===== src/rtl/refresh_sched_pkg.sv =====
package refresh_sched_pkg;

  typedef enum logic {
    HMODE_NARROW = 1'b0,
    HMODE_WIDE   = 1'b1
  } hmode_e;

  // Slots owned by refresh regardless of DMA activity.
  function automatic logic fixed_refresh(hmode_e mode, int unsigned s, int unsigned tail_from);
    if (mode == HMODE_WIDE)
      return (s inside {37, 69, 102, 133, 165, 197}) || (s >= tail_from);
    else
      return s inside {24, 56, 88, 120, 152};
  endfunction

  // Extra slots taken while a non-VRAM-write DMA is running.
  function automatic logic dma_stolen(hmode_e mode, int unsigned s);
    if (mode == HMODE_WIDE)
      return s inside {34, 66, 99, 130, 162, 194};
    else
      return s inside {21, 53, 85, 117, 149};
  endfunction

  // Number of slots in one line for a given mode.
  function automatic int unsigned line_slots(hmode_e mode, int unsigned wide_n, int unsigned narrow_n);
    return (mode == HMODE_WIDE) ? wide_n : narrow_n;
  endfunction

endpackage


===== src/rtl/rs_mode_latch.sv =====
module rs_mode_latch
  import refresh_sched_pkg::*;
(
  input  logic   clk,
  input  logic   rst_n,
  input  logic   line_start,
  input  hmode_e mode_req,
  output hmode_e mode_q
);

  always_ff @(posedge clk) begin
    if (!rst_n)          mode_q <= HMODE_NARROW;
    else if (line_start) mode_q <= mode_req;
  end


  mode_hold_chk: assert property (@(posedge clk) disable iff (!rst_n)
    !line_start |=> $stable(mode_q));


  mode_take_chk: assert property (@(posedge clk) disable iff (!rst_n)
    line_start |=> mode_q == $past(mode_req));

endmodule


===== src/rtl/rs_slot_counter.sv =====
module rs_slot_counter
  import refresh_sched_pkg::*;
#(
  parameter int unsigned WIDE_SLOTS   = 214,
  parameter int unsigned NARROW_SLOTS = 171,
  parameter int unsigned SLOT_W       = 8
) (
  input  logic              clk,
  input  logic              rst_n,
  input  logic              line_start,
  input  logic              slot_adv,
  input  hmode_e            mode,
  output logic [SLOT_W-1:0] slot
);

  localparam logic [SLOT_W-1:0] WIDE_LAST   = SLOT_W'(WIDE_SLOTS - 1);
  localparam logic [SLOT_W-1:0] NARROW_LAST = SLOT_W'(NARROW_SLOTS - 1);

  logic [SLOT_W-1:0] last_slot;
  logic              at_last;
  logic              step_evt;
  logic              wrap_evt;

  assign last_slot = (mode == HMODE_WIDE) ? WIDE_LAST : NARROW_LAST;
  assign at_last   = (slot == last_slot);
  assign step_evt  = slot_adv && !line_start && !at_last;
  assign wrap_evt  = slot_adv && !line_start && at_last;

  always_ff @(posedge clk) begin
    if (!rst_n)                     slot <= '0;
    else if (line_start || wrap_evt) slot <= '0;
    else if (step_evt)              slot <= slot + 1'b1;
  end


  slot_in_range_chk: assert property (@(posedge clk) disable iff (!rst_n)
    slot <= last_slot);


  line_zero_chk: assert property (@(posedge clk) disable iff (!rst_n)
    line_start |=> slot == '0);


  step_chk: assert property (@(posedge clk) disable iff (!rst_n)
    step_evt |=> slot == $past(slot) + 1'b1);


  wrap_chk: assert property (@(posedge clk) disable iff (!rst_n)
    wrap_evt |=> slot == '0);


  hold_chk: assert property (@(posedge clk) disable iff (!rst_n)
    (!slot_adv && !line_start) |=> $stable(slot));

endmodule


===== src/rtl/rs_refresh_decode.sv =====
module rs_refresh_decode
  import refresh_sched_pkg::*;
#(
  parameter int unsigned SLOT_W       = 8,
  parameter int unsigned CODE_W       = 6,
  parameter int unsigned TGT_W        = 4,
  parameter logic [3:0]  VRAM_WR_CODE = 4'b0001,
  parameter int unsigned TAIL_FROM    = 210
) (
  input  logic              clk,
  input  logic              rst_n,
  input  hmode_e            mode,
  input  logic [SLOT_W-1:0] slot,
  input  logic              dma_run,
  input  logic [CODE_W-1:0] dma_code,
  output logic              refresh
);

  logic [TGT_W-1:0] target;
  logic             steal_ok;
  logic             base_hit;
  logic             steal_hit;

  assign target    = dma_code[TGT_W-1:0];
  assign steal_ok  = dma_run && (target != TGT_W'(VRAM_WR_CODE));
  assign base_hit  = fixed_refresh(mode, int'(slot), TAIL_FROM);
  assign steal_hit = dma_stolen(mode, int'(slot));
  assign refresh   = base_hit || (steal_ok && steal_hit);

  generate
    if (CODE_W > TGT_W) begin : g_hi
      logic unused_code_hi;
      assign unused_code_hi = ^dma_code[CODE_W-1:TGT_W];
    end
  endgenerate


  base_forces_chk: assert property (@(posedge clk) disable iff (!rst_n)
    base_hit |-> refresh);


  no_steal_chk: assert property (@(posedge clk) disable iff (!rst_n)
    !steal_ok |-> (refresh == base_hit));


  steal_adds_chk: assert property (@(posedge clk) disable iff (!rst_n)
    (steal_ok && steal_hit) |-> refresh);

endmodule


===== src/rtl/refresh_slot_sched.sv =====
module refresh_slot_sched
  import refresh_sched_pkg::*;
#(
  parameter int unsigned WIDE_SLOTS   = 214,
  parameter int unsigned NARROW_SLOTS = 171,
  parameter int unsigned TAIL_FROM    = 210,
  parameter int unsigned CODE_W       = 6,
  parameter int unsigned TGT_W        = 4,
  parameter logic [3:0]  VRAM_WR_CODE = 4'b0001,
  localparam int unsigned SLOT_W      = $clog2(WIDE_SLOTS)
) (
  input  logic              clk,
  input  logic              rst_n,
  input  logic              wide_mode_i,
  input  logic              line_start_i,
  input  logic              slot_adv_i,
  input  logic              dma_run_i,
  input  logic [CODE_W-1:0] dma_code_i,
  output logic [SLOT_W-1:0] slot_o,
  output logic              refresh_o
);

  hmode_e mode_q;

  rs_mode_latch u_mode (
    .clk        (clk),
    .rst_n      (rst_n),
    .line_start (line_start_i),
    .mode_req   (hmode_e'(wide_mode_i)),
    .mode_q     (mode_q)
  );

  rs_slot_counter #(
    .WIDE_SLOTS   (WIDE_SLOTS),
    .NARROW_SLOTS (NARROW_SLOTS),
    .SLOT_W       (SLOT_W)
  ) u_count (
    .clk        (clk),
    .rst_n      (rst_n),
    .line_start (line_start_i),
    .slot_adv   (slot_adv_i),
    .mode       (mode_q),
    .slot       (slot_o)
  );

  rs_refresh_decode #(
    .SLOT_W       (SLOT_W),
    .CODE_W       (CODE_W),
    .TGT_W        (TGT_W),
    .VRAM_WR_CODE (VRAM_WR_CODE),
    .TAIL_FROM    (TAIL_FROM)
  ) u_dec (
    .clk      (clk),
    .rst_n    (rst_n),
    .mode     (mode_q),
    .slot     (slot_o),
    .dma_run  (dma_run_i),
    .dma_code (dma_code_i),
    .refresh  (refresh_o)
  );


  reset_state_chk: assert property (@(posedge clk)
    !rst_n |=> (slot_o == '0 && mode_q == HMODE_NARROW));

endmodule


===== config.mk =====
export PLATFORM = sky130hd
export DESIGN_NAME = refresh_slot_sched
export DESIGN_NICKNAME = d
export VERILOG_FILES = /design/src/rtl/refresh_sched_pkg.sv /design/src/rtl/rs_mode_latch.sv /design/src/rtl/rs_slot_counter.sv /design/src/rtl/rs_refresh_decode.sv /design/src/rtl/refresh_slot_sched.sv
export SDC_FILE = /design/constraint.sdc
export NUM_CORES = 1
export LEC_CHECK = 0
export BUFFER_PORTS_ARGS = -buffer_cell sky130_fd_sc_hd__buf_2
export CAP_MARGIN = 20
export CORE_UTILIZATION = 50
export CTS_CLUSTER_DIAMETER = 200
export DETAILED_ROUTE_END_ITERATION = 7
export PLACE_DENSITY_LB_ADDON = 0.05
export SKIP_CTS_REPAIR_TIMING = 1
export SLEW_MARGIN = 10
export SYNTH_ARGS = -nofsm -noshare
export SYNTH_HDL_FRONTEND = slang
export SYNTH_SLANG_ARGS = --single-unit

===== constraint.sdc =====
create_clock -name clk -period 2.5 [get_ports clk]
set_clock_uncertainty 0.15 [all_clocks]
set_input_delay 0.5 -clock clk [delete_from_list [all_inputs] [get_ports clk]]
set_output_delay 0.5 -clock clk [all_outputs]
set_load 0.005 [all_outputs]

== Word-level counts from Yosys, hierarchy flattened ==
Index checks and enable logic that the tools add are counted.

* Flip-flop bits (word level): 9
* Output and inout port bits: 9
* Word-level logic and storage cells: 47

* Add/subtract/negate cells: 1
* Magnitude comparators: 1
* Equality and inequality tests: 24
* Muxes and demuxes: 3
* Bitwise logic cells: 1
* Reductions and logical operators: 15

{| class="wikitable"
|+ Operator list
! kind !! count
|-
| 8-bit by 7-bit equality test with 1-bit output (second input constant) || 8
|-
| 8-bit equality test (second input constant) || 8
|-
| 8-bit by 6-bit equality test with 1-bit output (second input constant) || 4
|-
| 8-bit by 5-bit equality test with 1-bit output (second input constant) || 2
|-
| 6-bit nonzero test || 2
|-
| 5-bit nonzero test || 2
|-
| 8-bit by 1-bit adder with 8-bit output (second input constant) || 1
|-
| 8-bit equality test || 1
|-
| 8-bit >= comparator (second input constant) || 1
|-
| 7-bit two-way mux || 1
|-
| 1-bit logical AND || 5
|-
| 4-bit by 1-bit inequality test with 1-bit output (second input constant) || 1
|-
| 1-bit logical OR || 3
|-
| 1-bit logical NOT || 2
|-
| 1-bit two-way mux || 2
|-
| 2-bit OR reduction || 1
|-
| 1-bit NOT || 1
|}

== Longest topological paths before layout ==
Gate-level depths: netlist of the first run.

* Word-level depth: 5
* Depth in mapped cells: 6
* Mapped depth without buffers: 6

== Modules after synthesis ==
From an unflattened synthesis of the first run, not the netlist that was laid out.

* Cells, all modules: 87
* Area total of the unflattened synthesis: 696.9 um^2

{| class="wikitable"
|+ Modules (own cells, without submodules)
! module !! instances !! cells each !! area each (um^2)
|-
| rs_slot_counter || 1 || 57 || 494.2
|-
| rs_refresh_decode || 1 || 27 || 166.4
|-
| rs_mode_latch || 1 || 3 || 36.3
|}

== Least setup slack after synthesis of the first run ==
OpenSTA, ideal clock, no wires.

* Path kind: register -> output
* Start: register u_count.slot[0]
* End: output port refresh_o
* Data arrival time: 1,409 ps
* Required time: 1,850 ps
* Setup slack: 441 ps
* Stages on the path, launching flop included: 7
* Cell sequence: dfxtp_1 > inv_1 > ha_1 > a21boi_1 > o2111ai_2 > a2111oi_2 > a211o_1

* Longest elaborated chain between the ends: 5
* Elaborated cells between the ends (all ways): 32

{| class="wikitable"
|+ RTL lines
! item !! line !! source
|-
| start, declared || rs_slot_counter.sv:13 || <nowiki>output logic [SLOT_W-1:0] slot</nowiki>
|-
| start signal, assigned || rs_slot_counter.sv:32 || <nowiki>else if (step_evt) slot <= slot + 1'b1;</nowiki>
|-
| parallel branches: the longest is 4 deep, another holds 8-bit >= comparator || n/a ||
|-
| 1-bit logical OR (*) || rs_refresh_decode.sv:28 || <nowiki>assign refresh = base_hit || (steal_ok && steal_hit);</nowiki>
|-
| end, declared || refresh_slot_sched.sv:20 || <nowiki>output logic refresh_o</nowiki>
|}

Mark *: on every way between the ends.

== Worst setup path in the final report of the first run ==
Ends and elaborated chain as after synthesis.

==> results of run 1 <==
## synthesized netlist by cell type (all sizes together) (2+ instances only)
cell / count / area [um^2]
dfxtp: 9 / 180
a211oi: 6 / 50.1
buf: 6 / 50.0
nor2: 5 / 18.8
xnor2: 5 / 43.8
ha: 4 / 50.1
nand2: 4 / 15.0
nand2b: 4 / 25.0
and4b: 3 / 30.0
inv: 3 / 11.3
nand3: 3 / 15.0
nand4: 3 / 18.8
nor2b: 3 / 18.8
nor3: 3 / 20.0
o21ai: 3 / 15.0
nand3b: 2 / 18.8
nor4: 2 / 12.5
nor4b: 2 / 17.5
o2111ai: 2 / 23.8
o32ai: 2 / 17.5
or3: 2 / 17.5
## registers in the layout (all words and copies together) (netlist names)
| name | count |
|---|---|
| u_count.slot | 8 |
| u_mode.mode_q | 1 |
## path summary, 6_finish.rpt
path                                      start               to  slack (ps)  cells after the start
worst max-delay path            u_count.slot[0]        refresh_o          70                      6
worst min-delay path                      rst_n    u_mode.mode_q         320                      2
worst max register to register  u_count.slot[0]  u_count.slot[1]         880                      4
worst min register to register  u_count.slot[0]  u_count.slot[0]         450                      3
## power groups by stage
stage          logic [mW]  registers, mW  clock network (mW)
2_1_floorplan      0.0160          0.150                   0
3_3_place_gp       0.0248          0.153                   0
3_5_place_dp       0.0254          0.153                   0
4_1_cts            0.0253          0.150               0.118
5_1_grt            0.0314          0.150               0.127
6_report           0.0281          0.150               0.114
## per-layer routing
layer	vias to the layer above	track usage
met5	-	0
met2	22	0.306
met1	316	0.280
met4	0	0.108
li1	356	-
met3	4	0.0870
## cells by family (layout without fill, tap and decap cells)
| logic type | Yosys count | in the layout | synth area share |
|---|---|---|---|
| multiplexers | 1 | 1 | 0.0134 |
| flip-flops | 9 | 9 | 0.241 |
| buffers and inverters | 10 | 28 | 0.0871 |
| XOR/XNOR | 5 | 5 | 0.0586 |
| adder cells (fa/ha/maj) | 4 | 4 | 0.0670 |
| AND/OR/NAND/NOR | 36 | 36 | 0.305 |
| AO/OA/AOI/OAI | 19 | 19 | 0.228 |
## through the flow
step | total power, mW | setup TNS [ps] | instance area (um^2)
finish | 0.292 | 0 | 895
global route | 0.308 | -14.7 | 895
CTS | 0.293 | -105 | 843
detailed placement | 0.178 | 0 | 817
global placement | 0.178 | 0 | 817
floorplan | 0.166 | 0 | 747
## cell type report
class                      instances  share of cell area
inverter                           3              0.0182
timing repair buffer              21               0.126
sequential                         9               0.213
multi-input combinational         65               0.593
tap                               15              0.0210
clock buffer                       4              0.0294
==> metrics.csv, run 1 <==
metric,value,unit
sequential fraction of the synthesis area,0.241,
"commonest non-fill, non-tap cell in the layout",buf_2,
max_cap viols,0,
vias per inst,5.97,
Mapped Cells,84,
Fmax,412,MHz
fin crit period,2430,ps
family with the most delay on the worst path,compound AO/OA/AOI/OAI gates,
Main synth FF type,dfxtp_1,
Crit Path Max Fanout,5,
fin crit share,0.972,
post-synth cell types,37,
hpwl dp,1180,um
row cnt,13,
chip height,40.7,um
Die W,40.7,um
pwr dens,326,nW/um^2
"EDFF count, synth",0,
DRT met1 WL,779,um
Layout area overhead,19.8,%
Placed Cells incl. Taps,112,
clock group share of total power,0.391,
relative slew slack,0.715,
Clock Tree Buf Depth,2,
filler instances,124,
Sink Count,9,
core area,1350,um^2
Worst Path Required,1850,ps
register area,190,um^2
clock-pin slew on the worst setup and hold paths,60,ps
Via Count,698,
# IOs,21,
final hold violations,0,
first-pass GRT wire length,2270,um
Skew-Pair Late Insertion Delay,260,ps
"Arr. time, crit path",1780,ps
switch share,0.249,
Slowest cell on crit path,dfxtp_4,
Flop pwr share,0.513,
Max Used Layer,met4,
most frequent cells in the layout,"18 x buf_2, 5 x nor2_1, 5 x xnor2_1, 5 x a211oi_1, 5 x dfxtp_1",
Net Sw Power,0.0725,mW
drt pass-1 iters,4,
H-tree levels,1,
routed len/inst,13.8,um
ys async rst share,0,
number of global-route vias before repair,514,
share of cells above drive strength 1,0.382,
"Core Util, Final",0.663,
Initial DRC Count,25,
measured slew at the worst slew-check pin,423,ps
Startpoint Class,flip-flop,
Final Max Tran Viols,0,
worst-path cell chain,ha_4 > and4b_1 > o2111ai_2 > a2111oi_2 > a211o_1 > buf_2,
P_int,0.219,mW
Yosys reg bits,9,
DP Worst Slack,187,ps
Peak VDD IR,0.000353,V
n_diodes,0,
Post-route DRC,0,
non-filler instance count after layout,117,
status,"finished, final reports clean",
Final Worst Setup Slack,70.3,ps
syn_nets,100,
Crit path largest cell delay,400,ps
Hold WS,321,ps
Num CTS Buffers,3,
Synth warnings,0,
clock root cell,clkbuf_4,
met2 WL,733,um
cell area after synthesis,747,um^2
P_leak,0.346,nW
Bufs and invs on worst path,1,
"Avg Cell Area, Syn",8.89,um^2
routed wl met3,76,um
Global Route Usage Sum,0.216,
Nets,119,
Port Buffers,18,
gr ovfl total,0,
Comb pwr share,0.096,
min-delay worst type,primary input to flip-flop,
Final Setup Violations,0,
GP Congestion,0.784,
WS Path Type,flip-flop to primary output,
critical path endpoint category,primary output,
area of the multi-input gates,531,um^2
largest net degree at the start of global routing,14,
Die Area,1650,um^2
initial antenna violation count,0,
Initial Util,0.553,
WL final,1610,um
CTS tree,done,
post-route ant nets,0,
No activity file was read; power rests on OpenSTA's default activity.
==> run 2: changes to the inputs <==
--- a/config.mk
+++ b/config.mk
@@ -7,7 +7,7 @@
 export LEC_CHECK = 0
 export BUFFER_PORTS_ARGS = -buffer_cell sky130_fd_sc_hd__buf_2
 export CAP_MARGIN = 20
-export CORE_UTILIZATION = 50
+export CORE_UTILIZATION = 54
 export CTS_CLUSTER_DIAMETER = 200
 export DETAILED_ROUTE_END_ITERATION = 7
 export PLACE_DENSITY_LB_ADDON = 0.05
==> constraint.sdc (replaced) <==
create_clock -name clk -period 3 [get_ports clk]
set_clock_uncertainty 0.15 [all_clocks]
set_input_delay 0.6 -clock clk [delete_from_list [all_inputs] [get_ports clk]]
set_output_delay 0.6 -clock clk [all_outputs]
set_load 0.005 [all_outputs]
==> run 2 against run 1 <==
Net effect: design area shrank 7.3%; wire length grew 1.1%; highest routed layer unchanged; utilization shrank 2.5 points; critical endpoint unchanged; largest cell class unchanged; sequential power shrank 17%.
==> metrics.csv, run 2 (synthesized netlist as in run 1, its figures left out) <==
metric,value,unit,change
clock root cell,clkbuf_4,,unchanged
Die Area,1540,um^2,was 1650 um^2
Final Setup Violations,0,,unchanged
WS Path Type,flip-flop to primary output,,unchanged
Crit path largest cell delay,460,ps,was 400 ps
worst reg2reg path endpoint,u_count.slot[1],,unchanged
Via Count,692,,was 698
Fmax,369,MHz,
chip height,39.2,um,was 40.7 um
worst-path cell chain,inv_1 > ha_1 > a21boi_1 > o2111ai_2 > a2111oi_2 > a211o_1 > buf_2,,was ha_4 > and4b_1 > o2111ai_2 > a2111oi_2 > a211o_1 > buf_2
Slowest cell on crit path,dfxtp_1,,was dfxtp_4
DP Worst Slack,578,ps,was 187 ps
"Endpoint, Worst Hold",u_mode.mode_q,,unchanged
Skew-Pair Late Insertion Delay,280,ps,was 260 ps
Final Worst Setup Slack,288,ps,was 70.3 ps
critical path endpoint category,primary output,,unchanged
Initial Util,0.574,,was 0.553
Global Route Usage Sum,0.258,,was 0.216
Sink Count,9,,unchanged
min-delay worst type,primary input to flip-flop,,unchanged
max_cap viols,0,,unchanged
pwr dens,300,nW/um^2,was 326 nW/um^2
most frequent cells in the layout,"18 x buf_2, 9 x dfxtp_1, 5 x nor2_1, 5 x xnor2_1, 5 x a211oi_1",,"was 18 x buf_2, 5 x nor2_1, 5 x xnor2_1, 5 x a211oi_1, 5 x dfxtp_1"
relative slew slack,0.726,,was 0.715
first-pass GRT wire length,2640,um,was 2270 um
Num CTS Buffers,3,,unchanged
GP Congestion,0.752,,was 0.784
core area,1300,um^2,was 1350 um^2
H-tree levels,1,,unchanged
largest net degree at the start of global routing,14,,unchanged
Die W,39.2,um,was 40.7 um
Largest regs,"u_count.slot: 8 flops, u_mode.mode_q: 1 flops",,unchanged
Hold Crit Start,rst_n,,unchanged
initial antenna violation count,0,,unchanged
"Most flops, register",u_count.slot,,unchanged
post-route ant nets,0,,unchanged
Final Max Tran Viols,0,,unchanged
clock-pin slew on the worst setup and hold paths,80,ps,was 60 ps
measured slew at the worst slew-check pin,411,ps,was 423 ps
row cnt,13,,unchanged
Clock Tree Buf Depth,2,,unchanged
drt pass-1 iters,6,,was 4
total negative slack,0,ps,unchanged
CTS tree,done,,unchanged
final hold violations,0,,unchanged
Largest register FFs,8,,unchanged
worst reg2reg setup slack,1350,ps,was 880 ps
P_leak,0.330,nW,was 0.346 nW
hpwl dp,1150,um,was 1180 um
status,"finished, final reports clean",,unchanged
hold path depth,2,,unchanged
fin crit share,0.904,,
"Core Util, Final",0.638,,was 0.663
"commonest non-fill, non-tap cell in the layout",buf_2,,unchanged
routed len/inst,14.3,um,was 13.8 um
Worst Reg-to-Reg Cells,4,,unchanged
Initial DRC Count,18,,was 25
Layout area overhead,11.1,%,was 19.8%
placed standard-cell area,802,um^2,was 817 um^2
"Arr. time, crit path",1960,ps,was 1780 ps
RSZ-0062 raised after global routing,no,,
WL final,1630,um,was 1610 um
# IOs,21,,unchanged
Post-route DRC,0,,unchanged
n_diodes,0,,unchanged
Reg-to-Reg Start,u_count.slot[1],,was u_count.slot[0]
Crit Path Max Fanout,7,,was 5
Nets,116,,was 119
filler instances,137,,was 124
share of cells above drive strength 1,0.293,,was 0.382
Peak VDD IR,0.000303,V,was 0.000353 V
Worst Path Required,2250,ps,was 1850 ps
final instance area,830,um^2,was 895 um^2
number of global-route vias before repair,546,,was 514
vias per inst,6.07,,was 5.97
Startpoint Class,flip-flop,,unchanged
fin crit period,2710,ps,
Port Buffers,18,,unchanged
gr ovfl total,0,,unchanged
-- run 2: changes by cell type in the layout (fill, tap and decap cells not counted), sizes merged --
| cell | previous run | this run |
|---|---|---|
| clkinv | 0 | 1 |
| buf | 21 | 18 |
| clkbuf | 4 | 3 |
-- run 2: through the flow --
step	total power [mW]	hold slack, ps	std cells
floorplan	0.139	464	84
global placement	0.148	482	110
detailed placement	0.149	501	110
CTS	0.249	412	114
global route	0.258	427	114
finish	0.249	405	114
-- run 2: how the worst max path moves through the flow --
| stage | from | end | slack (ps) | cells after the start |
|---|---|---|---|---|
| floorplan | u_count.slot[0] | refresh_o | 840 | 6 |
| CTS | u_count.slot[0] | refresh_o | 270 | 7 |
| finish | u_count.slot[0] | refresh_o | 290 | 7 |
| global route | u_count.slot[0] | refresh_o | 100 | 7 |
| detailed placement | u_count.slot[0] | refresh_o | 580 | 7 |
| global placement | u_count.slot[1] | refresh_o | 630 | 6 |
-- run 2: per-layer routing --
| metal | track usage | wire length [um] | vias up |
|---|---|---|---|
| li1 | - | - | 345 |
| met1 | 0.351 | 807 | 326 |
| met2 | 0.379 | 740 | 16 |
| met3 | 0.0520 | 46 | 5 |
| met4 | 0.129 | 36 | 0 |
| met5 | 0 | 0 | - |
-- run 2: cell type report --
cell class	count	area [um^2]	area share
Timing Repair Buffer	18	90.1	0.109
Inverter	3	11.3	0.0136
Clock inverter	1	5.00	0.00603
Clock buffer	3	22.5	0.0271
Tap cell	15	18.8	0.0226
Multi-Input combinational cell	65	502	0.605
Sequential cell	9	180	0.217
-- run 2: power breakdown --
| group | switching, mW | total, mW | leakage, nW | internal, mW |
|---|---|---|---|---|
| Sequential | 0.00383 | 0.125 | 0.0728 | 0.121 |
| Clock | 0.0531 | 0.103 | 0.0177 | 0.0495 |
| Combinational | 0.0115 | 0.0213 | 0.239 | 0.00984 |
-- run 2: critical path: cells and delay by family, from the launching register on --
kind                     cells  cell delay, ps
buffers and inverters        2             270
AO/OA/AOI/OAI                4             700
flip-flops                   1             460
adder cells (fa/ha/maj)      1             260
